<file path="src/rtl/fg_pkg.sv">
package fg_pkg;
  typedef enum logic [2:0] {
    OP_NONE       = 3'd0,
    OP_WR_EN      = 3'd1,
    OP_WR_DIS     = 3'd2,
    OP_STAT_WR    = 3'd3,
    OP_PAGE_PROG  = 3'd4,
    OP_SECT_ERASE = 3'd5,
    OP_CHIP_ERASE = 3'd6
  } fg_op_e;
endpackage

</file>
<file path="src/rtl/fg_sync.sv">
module fg_sync #(
  parameter int   STAGES  = 2,
  parameter logic RST_VAL = 1'b1
) (
  input  logic clk,
  input  logic rst,
  input  logic d,
  output logic q
);
  logic [STAGES-1:0] chain;

  for (genvar i = 0; i < STAGES; i++) begin : g_stage
    if (i == 0) begin : g_first
      always_ff @(posedge clk) begin
        if (rst) chain[0] <= RST_VAL;
        else     chain[0] <= d;
      end
    end else begin : g_next
      always_ff @(posedge clk) begin
        if (rst) chain[i] <= RST_VAL;
        else     chain[i] <= chain[i-1];
      end
    end
  end

  assign q = chain[STAGES-1];
endmodule

</file>
<file path="src/rtl/fg_region.sv">
module fg_region #(
  parameter int ADDR_W = 24,
  parameter int SECT_W = 16,
  parameter int LVL_W  = 4
) (
  input  logic [ADDR_W-SECT_W-1:0] sector,
  input  logic [LVL_W-1:0]         level,
  input  logic                     from_bottom,
  output logic                     hit
);
  localparam int NSECT_W = ADDR_W - SECT_W;
  localparam int CNT_W   = NSECT_W + 1;
  localparam logic [CNT_W-1:0] TOTAL = CNT_W'(1) << NSECT_W;

  logic [CNT_W-1:0] count;
  logic [CNT_W-1:0] sect_w;

  always_comb begin
    count = '0;
    if (level != '0) begin
      if (int'(level) - 1 >= NSECT_W) count = TOTAL;
      else                           count = CNT_W'(1) << (int'(level) - 1);
    end
  end

  assign sect_w = {1'b0, sector};

  always_comb begin
    if (count == '0)      hit = 1'b0;
    else if (from_bottom) hit = sect_w < count;
    else                  hit = sect_w >= (TOTAL - count);
  end
endmodule

</file>
<file path="src/rtl/fg_decide.sv">
module fg_decide
  import fg_pkg::*;
(
  input  fg_op_e op,
  input  logic   wr_latch,
  input  logic   lock_bit,
  input  logic   pin_hi,
  input  logic   region_hit,
  input  logic   any_guard,
  output logic   ok
);
  always_comb begin
    unique case (op)
      OP_WR_EN, OP_WR_DIS:         ok = 1'b1;
      OP_STAT_WR:                  ok = wr_latch && !(lock_bit && !pin_hi);
      OP_PAGE_PROG, OP_SECT_ERASE: ok = wr_latch && !region_hit;
      OP_CHIP_ERASE:               ok = wr_latch && !any_guard;
      default:                     ok = 1'b0;
    endcase
  end
endmodule

</file>
<file path="src/rtl/flash_guard.sv">
module flash_guard
  import fg_pkg::*;
#(
  parameter int ADDR_W      = 24,
  parameter int SECT_W      = 16,
  parameter int LVL_W       = 4,
  parameter int SYNC_STAGES = 2
) (
  input  logic              clk,
  input  logic              rst,
  input  logic              prot_pin_i,
  input  logic              cmd_valid_i,
  input  logic [2:0]        cmd_op_i,
  input  logic [ADDR_W-1:0] cmd_addr_i,
  input  logic [7:0]        cmd_data_i,
  output logic              resp_valid_o,
  output logic              resp_accept_o,
  output logic [7:0]        status_o,
  output logic              wr_latch_o,
  output logic              locked_o
);
  localparam int LVL_LO = 2;
  localparam int LVL_HI = LVL_LO + LVL_W - 1;

  fg_op_e           op;
  logic             pin_hi;
  logic             lock_bit, from_bottom, wr_latch, locked_q;
  logic [LVL_W-1:0] guard_lvl;
  logic             region_hit, ok;
  logic             unused_bits;

  assign op          = fg_op_e'(cmd_op_i);
  assign unused_bits = ^{cmd_addr_i[SECT_W-1:0], cmd_data_i[1:0]};

  fg_sync #(.STAGES(SYNC_STAGES), .RST_VAL(1'b1)) u_sync (
    .clk(clk), .rst(rst), .d(prot_pin_i), .q(pin_hi)
  );

  fg_region #(.ADDR_W(ADDR_W), .SECT_W(SECT_W), .LVL_W(LVL_W)) u_region (
    .sector(cmd_addr_i[ADDR_W-1:SECT_W]), .level(guard_lvl),
    .from_bottom(from_bottom), .hit(region_hit)
  );

  fg_decide u_decide (
    .op(op), .wr_latch(wr_latch), .lock_bit(lock_bit), .pin_hi(pin_hi),
    .region_hit(region_hit), .any_guard(guard_lvl != '0), .ok(ok)
  );

  always_ff @(posedge clk) begin
    if (rst) begin
      lock_bit      <= 1'b0;
      from_bottom   <= 1'b0;
      guard_lvl     <= '0;
      wr_latch      <= 1'b0;
      resp_valid_o  <= 1'b0;
      resp_accept_o <= 1'b0;
      locked_q      <= 1'b0;
    end else begin
      resp_valid_o  <= cmd_valid_i;
      resp_accept_o <= cmd_valid_i && ok;
      locked_q      <= lock_bit && !pin_hi;
      if (cmd_valid_i && ok) begin
        unique case (op)
          OP_WR_EN:  wr_latch <= 1'b1;
          OP_WR_DIS: wr_latch <= 1'b0;
          OP_STAT_WR: begin
            lock_bit    <= cmd_data_i[7];
            from_bottom <= cmd_data_i[6];
            guard_lvl   <= cmd_data_i[LVL_HI:LVL_LO];
            wr_latch    <= 1'b0;
          end
          default:   wr_latch <= 1'b0;
        endcase
      end
    end
  end

  assign status_o   = {lock_bit, from_bottom, guard_lvl, wr_latch, 1'b0};
  assign wr_latch_o = wr_latch;
  assign locked_o   = locked_q;

  // latch-set always lands
  a_r2_latch_set: assert property (@(posedge clk) disable iff (rst)
    (cmd_valid_i && op == OP_WR_EN) |=> wr_latch_o);

  // frozen register rejects status writes
  a_r5_reject_locked: assert property (@(posedge clk) disable iff (rst)
    (cmd_valid_i && op == OP_STAT_WR && lock_bit && !pin_hi) |=> !resp_accept_o);

  // protection bits hold while frozen
  a_r5_bits_hold: assert property (@(posedge clk) disable iff (rst)
    (lock_bit && !pin_hi) |=> $stable(status_o[7:2]));

  // locked indication implies the lock bit
  a_r6_lock_bit: assert property (@(posedge clk) disable iff (rst)
    locked_o |-> status_o[7]);

  // whole-array erase refused under any guard
  a_r9_chip_erase: assert property (@(posedge clk) disable iff (rst)
    (cmd_valid_i && op == OP_CHIP_ERASE && guard_lvl != '0) |=> !resp_accept_o);

  // accepted modifying command clears the latch
  a_r10_latch_clear: assert property (@(posedge clk) disable iff (rst)
    (cmd_valid_i && ok && op inside {OP_STAT_WR, OP_PAGE_PROG, OP_SECT_ERASE, OP_CHIP_ERASE})
    |=> !wr_latch_o);

  // one verdict per command, one cycle later
  a_r11_resp: assert property (@(posedge clk) disable iff (rst)
    cmd_valid_i |=> resp_valid_o);
  a_r11_idle: assert property (@(posedge clk) disable iff (rst)
    !cmd_valid_i |=> !resp_valid_o);
endmodule

</file>
<file path="config.mk">
export PLATFORM = sky130hd
export DESIGN_NAME = flash_guard
export DESIGN_NICKNAME = d
export VERILOG_FILES = /design/src/rtl/fg_pkg.sv /design/src/rtl/fg_sync.sv /design/src/rtl/fg_region.sv /design/src/rtl/fg_decide.sv /design/src/rtl/flash_guard.sv
export SDC_FILE = /design/constraint.sdc
export NUM_CORES = 1
export LEC_CHECK = 0
export ABC_AREA = 1
export BUFFER_PORTS_ARGS = -buffer_cell sky130_fd_sc_hd__buf_2
export CAP_MARGIN = 0
export CORE_MARGIN = 4
export CORE_UTILIZATION = 47
export CTS_BUF_LIST = sky130_fd_sc_hd__clkbuf_4
export CTS_CLUSTER_DIAMETER = 40
export CTS_CLUSTER_SIZE = 40
export DETAILED_ROUTE_END_ITERATION = 6
export PLACE_DENSITY_LB_ADDON = 0.3
export SYNTH_ARGS = -nofsm -noshare
export SYNTH_HDL_FRONTEND = slang
export SYNTH_SLANG_ARGS = --single-unit
</file>
<file path="constraint.sdc">
create_clock -name clk -period 3.66 [get_ports clk]
set_clock_uncertainty 0.15 [all_clocks]
set_input_delay 0.366 -clock clk [delete_from_list [all_inputs] [get_ports clk]]
set_output_delay 0.366 -clock clk [all_outputs]
set_load 0.1 [all_outputs]
</file>
; Word level (Yosys, flattened, before mapping)
; Index checks and enable logic that the tools add are counted.
[op_classes]
n_addsub = 2
mul = 0
div = 0
n_lt_le_gt_ge = 3
n_eq_ne = 6
n_shift = 1
n_mux = 6
bitwise_logic = 0
reduce_logical = 14
[ops]
columns = cell, count
row1 = "32-bit by 5-bit greater-or-equal comparator with 1-bit output, second input constant", 1
row2 = "1-bit by 32-bit << shifter with 9-bit output, first input constant", 1
row3 = 9-bit 2-to-1 mux, 2
row4 = "3-bit equality test, second input constant", 3
row5 = 8-bit by 9-bit greater-or-equal comparator with 1-bit output, 1
row6 = 9-bit zero test, 1
row7 = 8-bit by 9-bit less-than comparator with 1-bit output, 1
row8 = "9-bit subtractor, first input constant", 1
row9 = "3-bit by 2-bit equality test with 1-bit output, second input constant", 2
row10 = 1-bit logical AND, 5
row11 = "4-bit by 1-bit subtractor with 5-bit output, second input constant", 1
row12 = 1-bit zero test, 4
row13 = 1-bit case mux with 4 select lines, 1
row14 = 4-bit nonzero test, 1
row15 = 2-bit OR reduction, 2
row16 = "3-bit by 1-bit equality test with 1-bit output, second input constant", 1
row17 = 1-bit 2-to-1 mux, 3
row18 = 2-bit AND reduction, 1
[word_totals]
reg_bits = 12
latchBits = 0
ram_bits = 0
mem_bits_ro = 0
in_bits = 39
output_inout_bits = 12
elab_cells = 41
mem_count = 0

; Depth between registers and ports, before layout
[logic_depth]
word_depth = 13
ltp_mapped = 27
depth_no_buf = 27

; Hierarchy
; Synthesis repeated with hierarchy kept, for this count alone.
[unflattened]
hier_cells = 205
hier_area_um2 = 1292.5
[by_module_without_submodules]
columns = mod, instances, cells_each, area_per_inst_um2
row1 = fg_region, 1, 114, 695.7
row2 = flash_guard, 1, 65, 465.4
row3 = fg_decide, 1, 19, 72.6
row4 = fg_sync, 1, 7, 58.8

; Least setup slack after synthesis
; OpenSTA, ideal clock, no wires.
[synth_path]
path_kind = register to register
startpoint = register guard_lvl[0]
endpoint = register from_bottom
setup_ns = 0.062
arrival_ns = 3.834
required_time_ns = 3.448
setup_slack_ns = -0.385
stages_incl_launch_ff = 25
path_buffers = 0
synth_period_minus_slack_ns = 4.045
cell_sequence = dfxtp_1 inv_2 ha_1 xnor2_1 inv_1 nor2_1 nand2_1 ha_1 nand3_2 nor3_1 xnor2_1 ha_1 a21oi_1 o21ai_0 a21oi_1 nand4_1 nand3_1 nand2_1 nand2_1 nand2_2 nand2_4 nand3_4 nand2_1 inv_2 nor2_2
[synth_between]
elab_chain_len = 13
elab_cells_between_ends = 19
[synth_rtl]
columns = element, line
row1 = "start, declared", flash_guard.sv:28  ; logic [LVL_W-1:0] guard_lvl;
row2 = "start signal, assigned", flash_guard.sv:69  ; guard_lvl <= cmd_data_i[LVL_HI:LVL_LO];
row3 = 4-bit by 1-bit subtractor with 5-bit output, "fg_region.sv:21, fg_region.sv:22"
row4 = 32-bit by 5-bit greater-or-equal comparator with 1-bit output or 1-bit by 32-bit << shifter with 9-bit output (tied branches), "fg_region.sv:21, fg_region.sv:22"
row5 = 9-bit 2-to-1 mux, fg_region.sv:21  ; if (int'(level) - 1 >= NSECT_W) count = TOTAL;
row6 = 9-bit 2-to-1 mux, fg_region.sv:20  ; if (level != '0) begin
row7 = 9-bit subtractor, fg_region.sv:31  ; else hit = sect_w >= (TOTAL - count);
row8 = 8-bit by 9-bit greater-or-equal comparator with 1-bit output, fg_region.sv:31
row9 = 1-bit 2-to-1 mux, fg_region.sv:30  ; else if (from_bottom) hit = sect_w < count;
row10 = 1-bit 2-to-1 mux, fg_region.sv:29  ; if (count == '0) hit = 1'b0;
row11 = 1-bit zero test, fg_decide.sv:16  ; OP_PAGE_PROG, OP_SECT_ERASE: ok = wr_latch && !region_hit;
row12 = 1-bit logical AND, fg_decide.sv:16
row13 = 1-bit case mux with 4 select lines *, fg_decide.sv:13  ; unique case (op)
row14 = 1-bit logical AND *, flash_guard.sv:62  ; if (cmd_valid_i && ok) begin
row15 = 2-bit AND reduction (no line) *, n/a
row16 = "end signal, assigned", flash_guard.sv:68  ; from_bottom <= cmd_data_i[6];
row17 = "end, declared", flash_guard.sv:27  ; logic lock_bit, from_bottom, wr_latch, locked_q;
; Mark *: on every way between the ends. The rest lies on a longest branch, timed or not.
; A chain may end at the register's enable or synchronous reset.

; Final worst setup path
[layout_path]
startpoint = register guard_lvl[0]
endpoint = register lock_bit
[layout_between]
elab_chain_len = 13
elab_cells_between_ends = 19
[layout_rtl]
columns = element, line
row1 = 4-bit by 1-bit subtractor with 5-bit output, "fg_region.sv:21, fg_region.sv:22"
row2 = 32-bit by 5-bit greater-or-equal comparator with 1-bit output or 1-bit by 32-bit << shifter with 9-bit output (tied branches), "fg_region.sv:21, fg_region.sv:22"
row3 = 9-bit 2-to-1 mux, fg_region.sv:21
row4 = 9-bit 2-to-1 mux, fg_region.sv:20
row5 = 9-bit subtractor, fg_region.sv:31
row6 = 8-bit by 9-bit greater-or-equal comparator with 1-bit output, fg_region.sv:31
row7 = 1-bit 2-to-1 mux, fg_region.sv:30
row8 = 1-bit 2-to-1 mux, fg_region.sv:29
row9 = 1-bit zero test, fg_decide.sv:16
row10 = 1-bit logical AND, fg_decide.sv:16
row11 = 1-bit case mux with 4 select lines *, fg_decide.sv:13
row12 = 1-bit logical AND *, flash_guard.sv:62
row13 = 2-bit AND reduction (no line) *, n/a
row14 = "end signal, assigned", flash_guard.sv:67  ; lock_bit <= cmd_data_i[7];
row15 = "end, declared", flash_guard.sv:27
; Marks and branches as above.

==> flow_metrics.env <==
export IMPL_peakVddDrop_mv=0.284
export IMPL_htreeDepth=1
export IMPL_rows=18
export IMPL_yosys_area_top_type="dfxtp_1"
export IMPL_synthXorXnorAreaFrac_pct=4.81
export IMPL_cts_num_sinks=12
export IMPL_critPathLaunch="guard_lvl[0]$_SDFFE_PP0P_"
export IMPL_core_um2=2500
export IMPL_start_kind="register"
export IMPL_antenna_left=0
export IMPL_hold_path_class="in2reg"
export IMPL_cp_arrival_ns=3.37
export IMPL_synth_area_leaders="dfxtp_1 (19%), ha_1 (18%), nand2_1 (14%), inv_1 (9.9%), nor2_1 (6.0%)"
export IMPL_cp_required_ns=3.72
export IMPL_min_from="prot_pin_i"
export IMPL_clockBufferDepth=2
export IMPL_synth_top_family_by_area="simple AND/OR/NAND/NOR gates"
export IMPL_path_class="reg2reg"
export IMPL_via_per_inst=4.71
export IMPL_synthAdderAreaFrac_pct=18.0
export IMPL_max_freq_ghz=0.302
export IMPL_gp_congestion=0.840
export IMPL_min_delay_path_depth=2
export IMPL_die_h_um=59.5
export IMPL_period_share_pct=90.6
export IMPL_rr_startpoint="guard_lvl[0]$_SDFFE_PP0P_"
export IMPL_grt_max_degree=10
export IMPL_nNetsFinal=282
export IMPL_postCtsSetupBuffers=0
export IMPL_clk_pin_slew_worst_paths_ns=0.07
export IMPL_dr_total_vias=1197
export IMPL_yosys_area_share_simple_pct=36.6
export IMPL_antenna_found_initial=0
export IMPL_p_leak_nw=0.793
export IMPL_met1Wirelength_mm=1.13
export IMPL_drive_above_1_share_pct=31.3
export IMPL_met2_length_mm=1.25
export IMPL_cts_buffers=3
export IMPL_netlist_area_leader_share_pct=19.2
export IMPL_worstSkewPairLatency_ns=0.27
export IMPL_cts_tree="yes"
export IMPL_wl_met3_um=95
export IMPL_reg2regPathDepth=26
export IMPL_drv_slew=0
export IMPL_wirelength_mm=2.52
export IMPL_synth_seq_area_share_pct=19.2
export IMPL_postSynthNetCount=250
export IMPL_grt_pass1_wl_mm=4.41
export IMPL_dr_first_iter_drc_count=38
export IMPL_syn_area_per_cell_um2=6.47
export IMPL_cp_max_fo=8
export IMPL_antenna_cells=0
export IMPL_syn_to_final_growth_pct=20.3
export IMPL_fin_area_um2=1500
export IMPL_synthDistinctLibCells=28
export IMPL_dr_pass1_iters=4
export IMPL_pin_count=51
export IMPL_finalSetupViolCount=0
export IMPL_setup_tns_ns=0
export IMPL_synth_compound_area_share_pct=5.91
export IMPL_hpwlAfterDp_mm=2.16
export IMPL_start_util_pct=49.9
export IMPL_top_layer_used="met4"
export IMPL_wl_per_cell_um=9.92
export IMPL_clock_root_buffer="clkbuf_4"
export IMPL_ys_ff_latch=12
export IMPL_track_usage_pct=15.9
export IMPL_dieArea_um2=3550
export IMPL_report_final_hold_viol_count=0
export IMPL_dieWidth_um=59.5
export IMPL_netlist_area_um2=1250
export IMPL_synth_area_mux_share_pct=0
export IMPL_rsz0062_at_grt="false"
export IMPL_yosys_warnings=0
export IMPL_io_buffers=31
export IMPL_cap_violations=0
export IMPL_grt_pass1_vias=1086
export IMPL_p_per_area_nw_per_um2=209
export IMPL_endpoint_kind="register"
export IMPL_grt_ovfl_total=0
export IMPL_layout_min_cycle_time_ns=3.32
export IMPL_outcome="complete, no violations"
export IMPL_drc=0
export IMPL_place_area_um2=1420
export IMPL_syn_inst=193
## report_power, final
group | leakage, nW | internal [mW] | switching [mW]
Clock | 0.0154 | 0.0395 | 0.0434
Sequential | 0.100 | 0.133 | 0.00132
Combinational | 0.678 | 0.0316 | 0.0655
## critical path, stage by stage (launching register included)
cell and delay (ns):
dfxtp_4 0.34, inv_2 0.12, ha_4 0.18, nand3_4 0.10
inv_2 0.10, nor2_2 0.05, nand3_2 0.08, nor2_2 0.04
inv_1 0.05, ha_2 0.18, nand3_2 0.13, nor3_2 0.15
xnor2_1 0.10, ha_1 0.33, a21oi_1 0.14, o21ai_0 0.09
a21oi_1 0.12, nand4_1 0.09, nand3_1 0.09, nand2_1 0.05
nand2_1 0.06, nand2_2 0.06, nand2_4 0.10, nand3_4 0.10
nand2_1 0.09, inv_2 0.03, nor2_1 0.10
## worst paths after layout
| check | endpoint | slack (ns) |
|---|---|---|
| worst min-delay path | u_sync.chain[0]$_SDFF_PP1_ | 0.12 |
| worst min register to register | u_sync.q$_SDFF_PP1_ | 0.26 |
| worst max register to register | lock_bit$_SDFFE_PP0P_ | 0.34 |
| worst max-delay path | lock_bit$_SDFFE_PP0P_ | 0.34 |
## cells in the final DEF (no fill, tap or decap), drive strengths merged
master,count
nand2,50
inv,40
buf,32
nor2,22
ha,18
dfxtp,12
nand3,9
a21oi,8
nand4,8
nor3,5
xnor2,4
or2,3
clkbuf,3
clkinv,2
o21ai,2
xor2,2
o221ai,1
a21boi,1
o21bai,1
conb,1
## cells by family after synthesis
| family | count (synthesis) |
|---|---|
| simple gates | 97 |
| xor+xnor | 6 |
| buf+inv | 46 |
| other cells | 1 |
| fa+ha+maj | 18 |
| compound gates | 13 |
| flops | 12 |
## through the flow
step	util, %	hold slack, ns	setup WS, ns	power (mW)	std cells
floorplan	-	0.239	0.0129	0.209	193
global placement	56.9	0.242	0.167	0.230	250
detailed placement	56.9	0.248	0.114	0.232	250
CTS	57.9	0.113	0.0561	0.317	254
global route	60.1	0.118	0.0327	0.338	254
finish	60.1	0.122	0.344	0.315	254
## cells in the mapped netlist
library cell  count
buf_2             1
inv_2             7
o21bai_1          1
nor3_1            5
dfxtp_1          12
nand4_1           8
o221ai_1          1
nand2_2           3
xnor2_1           4
o21ai_0           2
inv_1            33
nand3_4           1
clkinv_1          1
nor2_4            1
nand3_1           6
xor2_2            1
buf_4             4
nor2_2            1
a21oi_1           8
or2_2             3
xor2_1            1
conb_1            1
a21boi_1          1
nor2_1           20
nand2_4           1
nand2_1          46
ha_1             18
nand3_2           2
## layout make-up
cell class | count | area, um^2
clock inverters | 1 | 3.75
well taps | 30 | 37.5
repair buffers | 32 | 163
flip-flops and latches | 12 | 248
fillers | 261 | 997
inverters | 41 | 154
multi-input cells | 135 | 875
clock buffers | 3 | 22.5
## state kept, by name (all words and copies together) (netlist names)
register,count
guard_lvl,4
from_bottom,1
lock_bit,1
locked_o,1
resp_accept_o,1
resp_valid_o,1
u_sync.chain,1
u_sync.q,1
wr_latch_o,1
## repair_timing
item                       in CTS  in global routing
setup endpoints to repair       0                  8
hold buffers                    0                  0
hold endpoints to repair        0                  0
resized for setup               0                 14
## metal layers
metal / up-vias / track usage (%)
li1: 660 / -
met1: 509 / 20.7
met2: 23 / 26.8
met3: 5 / 0.654
met4: 0 / 7.59
met5: - / 0
No activity file was read; power rests on OpenSTA's default activity.
